$ cat src/rtl/cfgslv_pkg.sv
package cfgslv_pkg;
  typedef enum logic [1:0] {PH_IDLE = 2'd0, PH_RX = 2'd1, PH_ACK = 2'd2} phase_t;
  typedef enum logic [1:0] {BK_ADDR = 2'd0, BK_CMD = 2'd1, BK_CNT = 2'd2, BK_DATA = 2'd3} kind_t;
endpackage

$ cat src/rtl/cfgslv_sync.sv
// Pin synchronizers and bus event detection; all outputs registered.
module cfgslv_sync #(
  parameter int STAGES = 2
) (
  input  logic clk,
  input  logic rst,
  input  logic scl_i,
  input  logic sda_i,
  output logic scl_hi,
  output logic sda_bit,
  output logic ev_start,
  output logic ev_stop,
  output logic ev_rise,
  output logic ev_fall
);
  localparam int DEPTH = STAGES + 1;

  logic [DEPTH-1:0] scl_pipe;
  logic [DEPTH-1:0] sda_pipe;
  logic scl_s, scl_d, sda_s, sda_d;

  always_ff @(posedge clk) begin
    if (rst) begin
      scl_pipe <= '1;
      sda_pipe <= '1;
    end else begin
      scl_pipe <= {scl_pipe[DEPTH-2:0], scl_i};
      sda_pipe <= {sda_pipe[DEPTH-2:0], sda_i};
    end
  end

  assign scl_s = scl_pipe[STAGES-1];
  assign scl_d = scl_pipe[STAGES];
  assign sda_s = sda_pipe[STAGES-1];
  assign sda_d = sda_pipe[STAGES];

  always_ff @(posedge clk) begin
    if (rst) begin
      scl_hi   <= 1'b1;
      sda_bit  <= 1'b1;
      ev_start <= 1'b0;
      ev_stop  <= 1'b0;
      ev_rise  <= 1'b0;
      ev_fall  <= 1'b0;
    end else begin
      scl_hi   <= scl_s;
      sda_bit  <= sda_s;
      ev_start <= scl_s & scl_d & sda_d & ~sda_s;
      ev_stop  <= scl_s & scl_d & ~sda_d & sda_s;
      ev_rise  <= scl_s & ~scl_d;
      ev_fall  <= ~scl_s & scl_d;
    end
  end
endmodule

$ cat src/rtl/cfgslv_fsm.sv
// Byte framing, ACK decision and data sequencing.
module cfgslv_fsm
  import cfgslv_pkg::*;
#(
  parameter logic [6:0] ADDR7    = 7'h69,
  parameter int         MAX_DATA = 32,
  parameter int         NUM_DEF  = 6,
  parameter int         CW       = $clog2(MAX_DATA + 1),
  parameter int         RW       = (NUM_DEF > 1) ? $clog2(NUM_DEF) : 1
) (
  input  logic          clk,
  input  logic          rst,
  input  logic          ev_start,
  input  logic          ev_stop,
  input  logic          ev_rise,
  input  logic          ev_fall,
  input  logic          sda_bit,
  output logic          sda_oe,
  output logic          wr_en,
  output logic [RW-1:0] wr_idx,
  output logic [7:0]    wr_data,
  output phase_t        phase,
  output kind_t         kind,
  output logic [CW-1:0] data_idx
);
  localparam logic [7:0]    MATCH_BYTE = {ADDR7, 1'b0};
  localparam logic [7:0]    MAX_CNT    = 8'(MAX_DATA);
  localparam logic [CW-1:0] MAX_IDX    = CW'(MAX_DATA);
  localparam logic [CW-1:0] DEF_IDX    = CW'(NUM_DEF);

  logic [7:0] shreg;
  logic [3:0] bitcnt;
  logic       byte_ack;

  always_comb begin
    unique case (kind)
      BK_ADDR: byte_ack = (shreg == MATCH_BYTE);
      BK_CMD:  byte_ack = 1'b1;
      BK_CNT:  byte_ack = (shreg != 8'd0) && (shreg <= MAX_CNT);
      default: byte_ack = (data_idx < MAX_IDX);
    endcase
  end

  always_ff @(posedge clk) begin
    if (rst) begin
      phase    <= PH_IDLE;
      kind     <= BK_ADDR;
      bitcnt   <= '0;
      shreg    <= '0;
      data_idx <= '0;
      sda_oe   <= 1'b0;
      wr_en    <= 1'b0;
      wr_idx   <= '0;
      wr_data  <= '0;
    end else begin
      wr_en <= 1'b0;
      if (ev_start) begin
        phase    <= PH_RX;
        kind     <= BK_ADDR;
        bitcnt   <= '0;
        data_idx <= '0;
        sda_oe   <= 1'b0;
      end else if (ev_stop) begin
        phase  <= PH_IDLE;
        sda_oe <= 1'b0;
      end else begin
        unique case (phase)
          PH_RX: begin
            if (ev_rise && bitcnt != 4'd8) begin
              shreg  <= {shreg[6:0], sda_bit};
              bitcnt <= bitcnt + 4'd1;
            end else if (ev_fall && bitcnt == 4'd8) begin
              if (byte_ack) begin
                phase  <= PH_ACK;
                sda_oe <= 1'b1;
              end else begin
                phase  <= PH_IDLE;
                sda_oe <= 1'b0;
              end
            end
          end
          PH_ACK: begin
            if (ev_fall) begin
              sda_oe <= 1'b0;
              phase  <= PH_RX;
              bitcnt <= '0;
              unique case (kind)
                BK_ADDR: kind <= BK_CMD;
                BK_CMD:  kind <= BK_CNT;
                BK_CNT:  kind <= BK_DATA;
                default: begin
                  if (data_idx < DEF_IDX) begin
                    wr_en   <= 1'b1;
                    wr_idx  <= data_idx[RW-1:0];
                    wr_data <= shreg;
                  end
                  data_idx <= data_idx + 1'b1;
                end
              endcase
            end
          end
          default: ;
        endcase
      end
    end
  end
endmodule

$ cat src/rtl/cfgslv_regs.sv
// Defined configuration registers, one generated byte each.
module cfgslv_regs #(
  parameter int NUM_DEF = 6,
  parameter int RW      = (NUM_DEF > 1) ? $clog2(NUM_DEF) : 1
) (
  input  logic                 clk,
  input  logic                 rst,
  input  logic                 wr_en,
  input  logic [RW-1:0]        wr_idx,
  input  logic [7:0]           wr_data,
  output logic [8*NUM_DEF-1:0] cfg_q
);
  for (genvar g = 0; g < NUM_DEF; g++) begin : g_reg
    always_ff @(posedge clk) begin
      if (rst)
        cfg_q[8*g +: 8] <= 8'h00;
      else if (wr_en && wr_idx == RW'(g))
        cfg_q[8*g +: 8] <= wr_data;
    end
  end
endmodule

$ cat src/rtl/cfgslv_outdis.sv
// Output-disable decode and active-low hold of disabled clocks.
module cfgslv_outdis #(
  parameter int NUM_OUT = 12,
  parameter int NREG    = (NUM_OUT + 7) / 8
) (
  input  logic                clk,
  input  logic                rst,
  input  logic [8*NREG-1:0]   dis_regs,
  input  logic [NUM_OUT-1:0]  clk_src,
  output logic [NUM_OUT-1:0]  clk_dis,
  output logic [NUM_OUT-1:0]  clk_out
);
  for (genvar i = 0; i < NUM_OUT; i++) begin : g_out
    always_ff @(posedge clk) begin
      if (rst) clk_dis[i] <= 1'b0;
      else     clk_dis[i] <= dis_regs[8*(i/8) + (i%8)];
    end
    assign clk_out[i] = clk_src[i] & ~clk_dis[i];
  end
endmodule

$ cat src/rtl/cfg_blkwr_slave.sv
module cfg_blkwr_slave
  import cfgslv_pkg::*;
#(
  parameter logic [6:0] ADDR7       = 7'h69,
  parameter int         MAX_DATA    = 32,
  parameter int         NUM_DEF     = 6,
  parameter int         NUM_OUT     = 12,
  parameter int         DIS_BASE    = 1,
  parameter int         SYNC_STAGES = 2
) (
  input  logic                 clk,
  input  logic                 rst,
  input  logic                 scl_i,
  input  logic                 sda_i,
  output logic                 sda_oe,
  input  logic [NUM_OUT-1:0]   clk_src,
  output logic [NUM_OUT-1:0]   clk_out,
  output logic [NUM_OUT-1:0]   clk_dis,
  output logic [8*NUM_DEF-1:0] cfg_q
);
  localparam int CW   = $clog2(MAX_DATA + 1);
  localparam int RW   = (NUM_DEF > 1) ? $clog2(NUM_DEF) : 1;
  localparam int NREG = (NUM_OUT + 7) / 8;

  logic          scl_hi, sda_bit;
  logic          ev_start, ev_stop, ev_rise, ev_fall;
  logic          wr_en;
  logic [RW-1:0] wr_idx;
  logic [7:0]    wr_data;
  phase_t        phase;
  kind_t         kind;
  logic [CW-1:0] data_idx;

  cfgslv_sync #(.STAGES(SYNC_STAGES)) u_sync (
    .clk(clk), .rst(rst), .scl_i(scl_i), .sda_i(sda_i),
    .scl_hi(scl_hi), .sda_bit(sda_bit),
    .ev_start(ev_start), .ev_stop(ev_stop), .ev_rise(ev_rise), .ev_fall(ev_fall)
  );

  cfgslv_fsm #(
    .ADDR7(ADDR7), .MAX_DATA(MAX_DATA), .NUM_DEF(NUM_DEF), .CW(CW), .RW(RW)
  ) u_fsm (
    .clk(clk), .rst(rst),
    .ev_start(ev_start), .ev_stop(ev_stop), .ev_rise(ev_rise), .ev_fall(ev_fall),
    .sda_bit(sda_bit), .sda_oe(sda_oe),
    .wr_en(wr_en), .wr_idx(wr_idx), .wr_data(wr_data),
    .phase(phase), .kind(kind), .data_idx(data_idx)
  );

  cfgslv_regs #(.NUM_DEF(NUM_DEF), .RW(RW)) u_regs (
    .clk(clk), .rst(rst), .wr_en(wr_en), .wr_idx(wr_idx), .wr_data(wr_data),
    .cfg_q(cfg_q)
  );

  cfgslv_outdis #(.NUM_OUT(NUM_OUT), .NREG(NREG)) u_outdis (
    .clk(clk), .rst(rst),
    .dis_regs(cfg_q[8*DIS_BASE +: 8*NREG]),
    .clk_src(clk_src), .clk_dis(clk_dis), .clk_out(clk_out)
  );
endmodule

$ cat config.mk
export PLATFORM = sky130hd
export DESIGN_NAME = cfg_blkwr_slave
export DESIGN_NICKNAME = d
export VERILOG_FILES = /design/src/rtl/cfgslv_pkg.sv /design/src/rtl/cfgslv_sync.sv /design/src/rtl/cfgslv_fsm.sv /design/src/rtl/cfgslv_regs.sv /design/src/rtl/cfgslv_outdis.sv /design/src/rtl/cfg_blkwr_slave.sv
export SDC_FILE = /design/constraint.sdc
export NUM_CORES = 1
export LEC_CHECK = 0
export BUFFER_PORTS_ARGS = -buffer_cell sky130_fd_sc_hd__buf_4
export CORE_UTILIZATION = 30
export DETAILED_ROUTE_END_ITERATION = 12
export GPL_TIMING_DRIVEN = 0
export SETUP_SLACK_MARGIN = 0.5
export SLEW_MARGIN = 20
export SYNTH_ARGS = -nofsm -noshare
export SYNTH_HDL_FRONTEND = slang
export SYNTH_SLANG_ARGS = --single-unit
$ cat constraint.sdc
create_clock -name clk -period 1.65 [get_ports clk]
set_input_delay 0.2475 -clock clk [delete_from_list [all_inputs] [get_ports clk]]
set_output_delay 0.2475 -clock clk [all_outputs]
set_load 0.01 [all_outputs]
==> results.sh <==
export IMPL_status="finished, violations left"
export IMPL_violations="setup timing"
export IMPL_crit_type="reg -> reg"
export IMPL_whs_ns=0.0825
export IMPL_fmax_mhz=589
export IMPL_rr_startpoint="u_fsm.phase[0]"
export IMPL_slew_headroom_pct=58.5
export IMPL_drt_initial_drc_count=223
export IMPL_place_ws_ns=-0.222
export IMPL_reg2reg_slack_ns=-0.05
export IMPL_clk_latency_ns=0.35
export IMPL_ys_top_cells_by_count="104 x dfxtp_1, 89 x nand2_1, 46 x nor2_1, 43 x a21oi_1, 29 x mux2i_1"
export IMPL_min_period_over_period_pct=103
export IMPL_cpPeakStageDelay_ns=0.34
export IMPL_met2WireLength_mm=5.40
export IMPL_path_clk_slew_ns=0.07
export IMPL_dr_total_vias=3409
export IMPL_place_inst=697
export IMPL_grt_overflow=0
export IMPL_synth_warnings=0
export IMPL_htreeDepth=3
export IMPL_ys_ff_latch=104
export IMPL_wl_mm=10.7
export IMPL_path_delay_family="simple AND/OR/NAND/NOR gates"
export IMPL_synth_ff_type="dfxtp_1"
export IMPL_met1Wirelength_mm=4.62
export IMPL_synthesis_area_sq_um=3940
export IMPL_final_area_sq_um=6210
export IMPL_fin_cells=745
export IMPL_endpoint="u_fsm.bitcnt[0]"
export IMPL_setup_ws_ns=-0.0469
export IMPL_yosysTopAreaCellShare_pct=52.8
export IMPL_ir_drop_mv=0.472
export IMPL_cts_buffers=9
export IMPL_grt_pass1_wl_mm=15.8
export IMPL_regArea_sq_um=2130
export IMPL_cts_tree="yes"
export IMPL_wl_met3_um=483
export IMPL_synth_edf_count=0
export IMPL_die_area_sq_um=13600
export IMPL_r2r_end="u_fsm.bitcnt[0]"
export IMPL_finalSetupTns_ns=-0.0710
export IMPL_rsz0062_at_grt="yes"
export IMPL_p_total_mw=5.17
export IMPL_vias_per_cell=4.58
export IMPL_ys_seq_area_share_pct=52.8
export IMPL_track_usage_pct=15.3
export IMPL_postSynthAreaPerCell_sq_um=9.00
export IMPL_end_kind="register"
export IMPL_postRouteAntennaNets=0
export IMPL_cts_root_buf="clkbuf_16"
export IMPL_crit_start="u_fsm.phase[0]"
export IMPL_synthTopCellsByArea="dfxtp_1 53%, nand2_1 8.5%, mux2i_1 7.4%"
export IMPL_diodes=0
export IMPL_initial_core_util_pct=31.0
export IMPL_slowest_stage="dfxtp_2"
export IMPL_leakage_nw=2.61
export IMPL_drv_cap=0
export IMPL_worstPathArrival_ns=1.98
export IMPL_rows=41
export IMPL_tightest_slew_ns=0.622
export IMPL_die_width_um=117
export IMPL_synthCells=438
export IMPL_cp_num_buf_inv=2
export IMPL_post_dp_cell_area_sq_um=4930
export IMPL_syn2layout_area_growth_pct=57.5
export IMPL_dr_pass1_iters=4
export IMPL_multi_input_area_sq_um=2330
export IMPL_top_layer_used="met4"
export IMPL_cp_num_cells=7
export IMPL_synth_nets=463
export IMPL_routedWlPerCell_um=14.4
export IMPL_cp_max_fo=5
export IMPL_hold_buffers=0
export IMPL_final_max_slew_viol_count=0
export IMPL_hold_path_class="in -> reg"
export IMPL_nets=593
export IMPL_cts_buffer_depth=2
export IMPL_place_hpwl_mm=6.94
export IMPL_clock_sinks=104
export IMPL_synth_area_leader_cell="dfxtp_1"
export IMPL_yosysUniqueCellTypes=41
export IMPL_grt_max_degree=17
export IMPL_setup_viol=5
export IMPL_yosysMostFrequentCell="dfxtp_1"
export IMPL_crit_required_ns=1.93
export IMPL_async_flop_share_pct=0
export IMPL_core_region_area_sq_um=12700
export IMPL_routabilityCongestion=0.749
export IMPL_min_period_ns=1.70
export IMPL_finClkSkew_ns=0.00783
export IMPL_start_kind="register"
export IMPL_drive_gt1_share_pct=51.7
export IMPL_grt_pass1_vias=3162
export IMPL_port_buffers=87
export IMPL_grt_antenna_before_repair=0
export IMPL_final_core_util_pct=48.8
export IMPL_drc_errors=0
export IMPL_hold_viol_final=0
export IMPL_io_pins=89
export IMPL_reg2regPathDepth=7
export IMPL_dieHeight_um=117
export IMPL_crit_chain="inv_2, ha_4, buf_8, a211o_1, or2_4, or3_4, a21oi_2"
export IMPL_power_density_nw_per_um2=833
export IMPL_fillers=1179
[placed cells by master (no fill, tap or decap), types with 10 or more instances in the layout]
master and n:
nor2b_1 21, a21oi_1 10, a21oi_2 34, nand2_4 24, buf_4 105, nor2_1 42
mux2i_1 26, clkbuf_16 12, dfxtp_2 30, buf_6 14, nand2_1 60, dfxtp_1 70
[cell families after synthesis]
group,synth area share (%)
simple gates,24.2
flops,52.8
compound gates,8.00
mux,7.65
buf+inv,2.67
fa+ha+maj,2.86
xor+xnor,1.78
[where the power goes]
part	internal, mW	leakage, nW	switching, mW	total [mW]
Combinational	0.0877	1.58	0.0980	0.186
Sequential	2.51	0.857	0.00764	2.52
Clock	1.53	0.170	0.940	2.47
[metal layers]
layer	vias up	GRT usage (%)
met5	-	0
met4	0	7.26
met3	14	3.63
met2	81	25.8
met1	1606	18.4
li1	1708	-
[sequential cells by signal, indices dropped and copies added, names as in the netlist, 3 cells and up]
| signal | cells |
|---|---|
| u_fsm.shreg | 8 |
| u_fsm.wr_data | 8 |
| u_outdis.clk_dis | 12 |
| u_regs.cfg_q | 48 |
| u_fsm.bitcnt | 4 |
| u_sync.scl_pipe | 3 |
| u_fsm.wr_idx | 3 |
| u_fsm.data_idx | 6 |
[timing repair]
action	4_1_cts	5_1_grt
gates resized for setup	84	110
endpoints found under the hold margin	0	0
setup buffers	22	9
gates cloned	0	1
endpoints found under the setup margin	88	101
pin swaps	49	51
[layout make-up]
| class | count | share of cell area [%] |
|---|---|---|
| Inverter | 8 | 0.524 |
| Clock inverter | 5 | 1.67 |
| Timing Repair Buffer | 119 | 15.6 |
| Tap cell | 172 | 3.47 |
| Multi-Input combinational cell | 308 | 37.6 |
| Sequential cell | 104 | 34.4 |
| Buffer | 18 | 2.86 |
| Clock buffer | 11 | 3.91 |
[worst min-delay path by stage]
stage                                   from            endpoint  slack [ns]  cells after the start
after floorplan                        scl_i  u_sync.scl_pipe[0]        0.35                      1
after global placement    u_sync.scl_pipe[0]  u_sync.scl_pipe[1]        0.40                      1
after detailed placement  u_sync.scl_pipe[0]  u_sync.scl_pipe[1]        0.40                      1
after CTS                              sda_i  u_sync.sda_pipe[0]        0.07                      2
after global routing                   sda_i  u_sync.sda_pipe[0]        0.08                      2
final                                  sda_i  u_sync.sda_pipe[0]        0.08                      2
(Power assumes the default switching activity.)
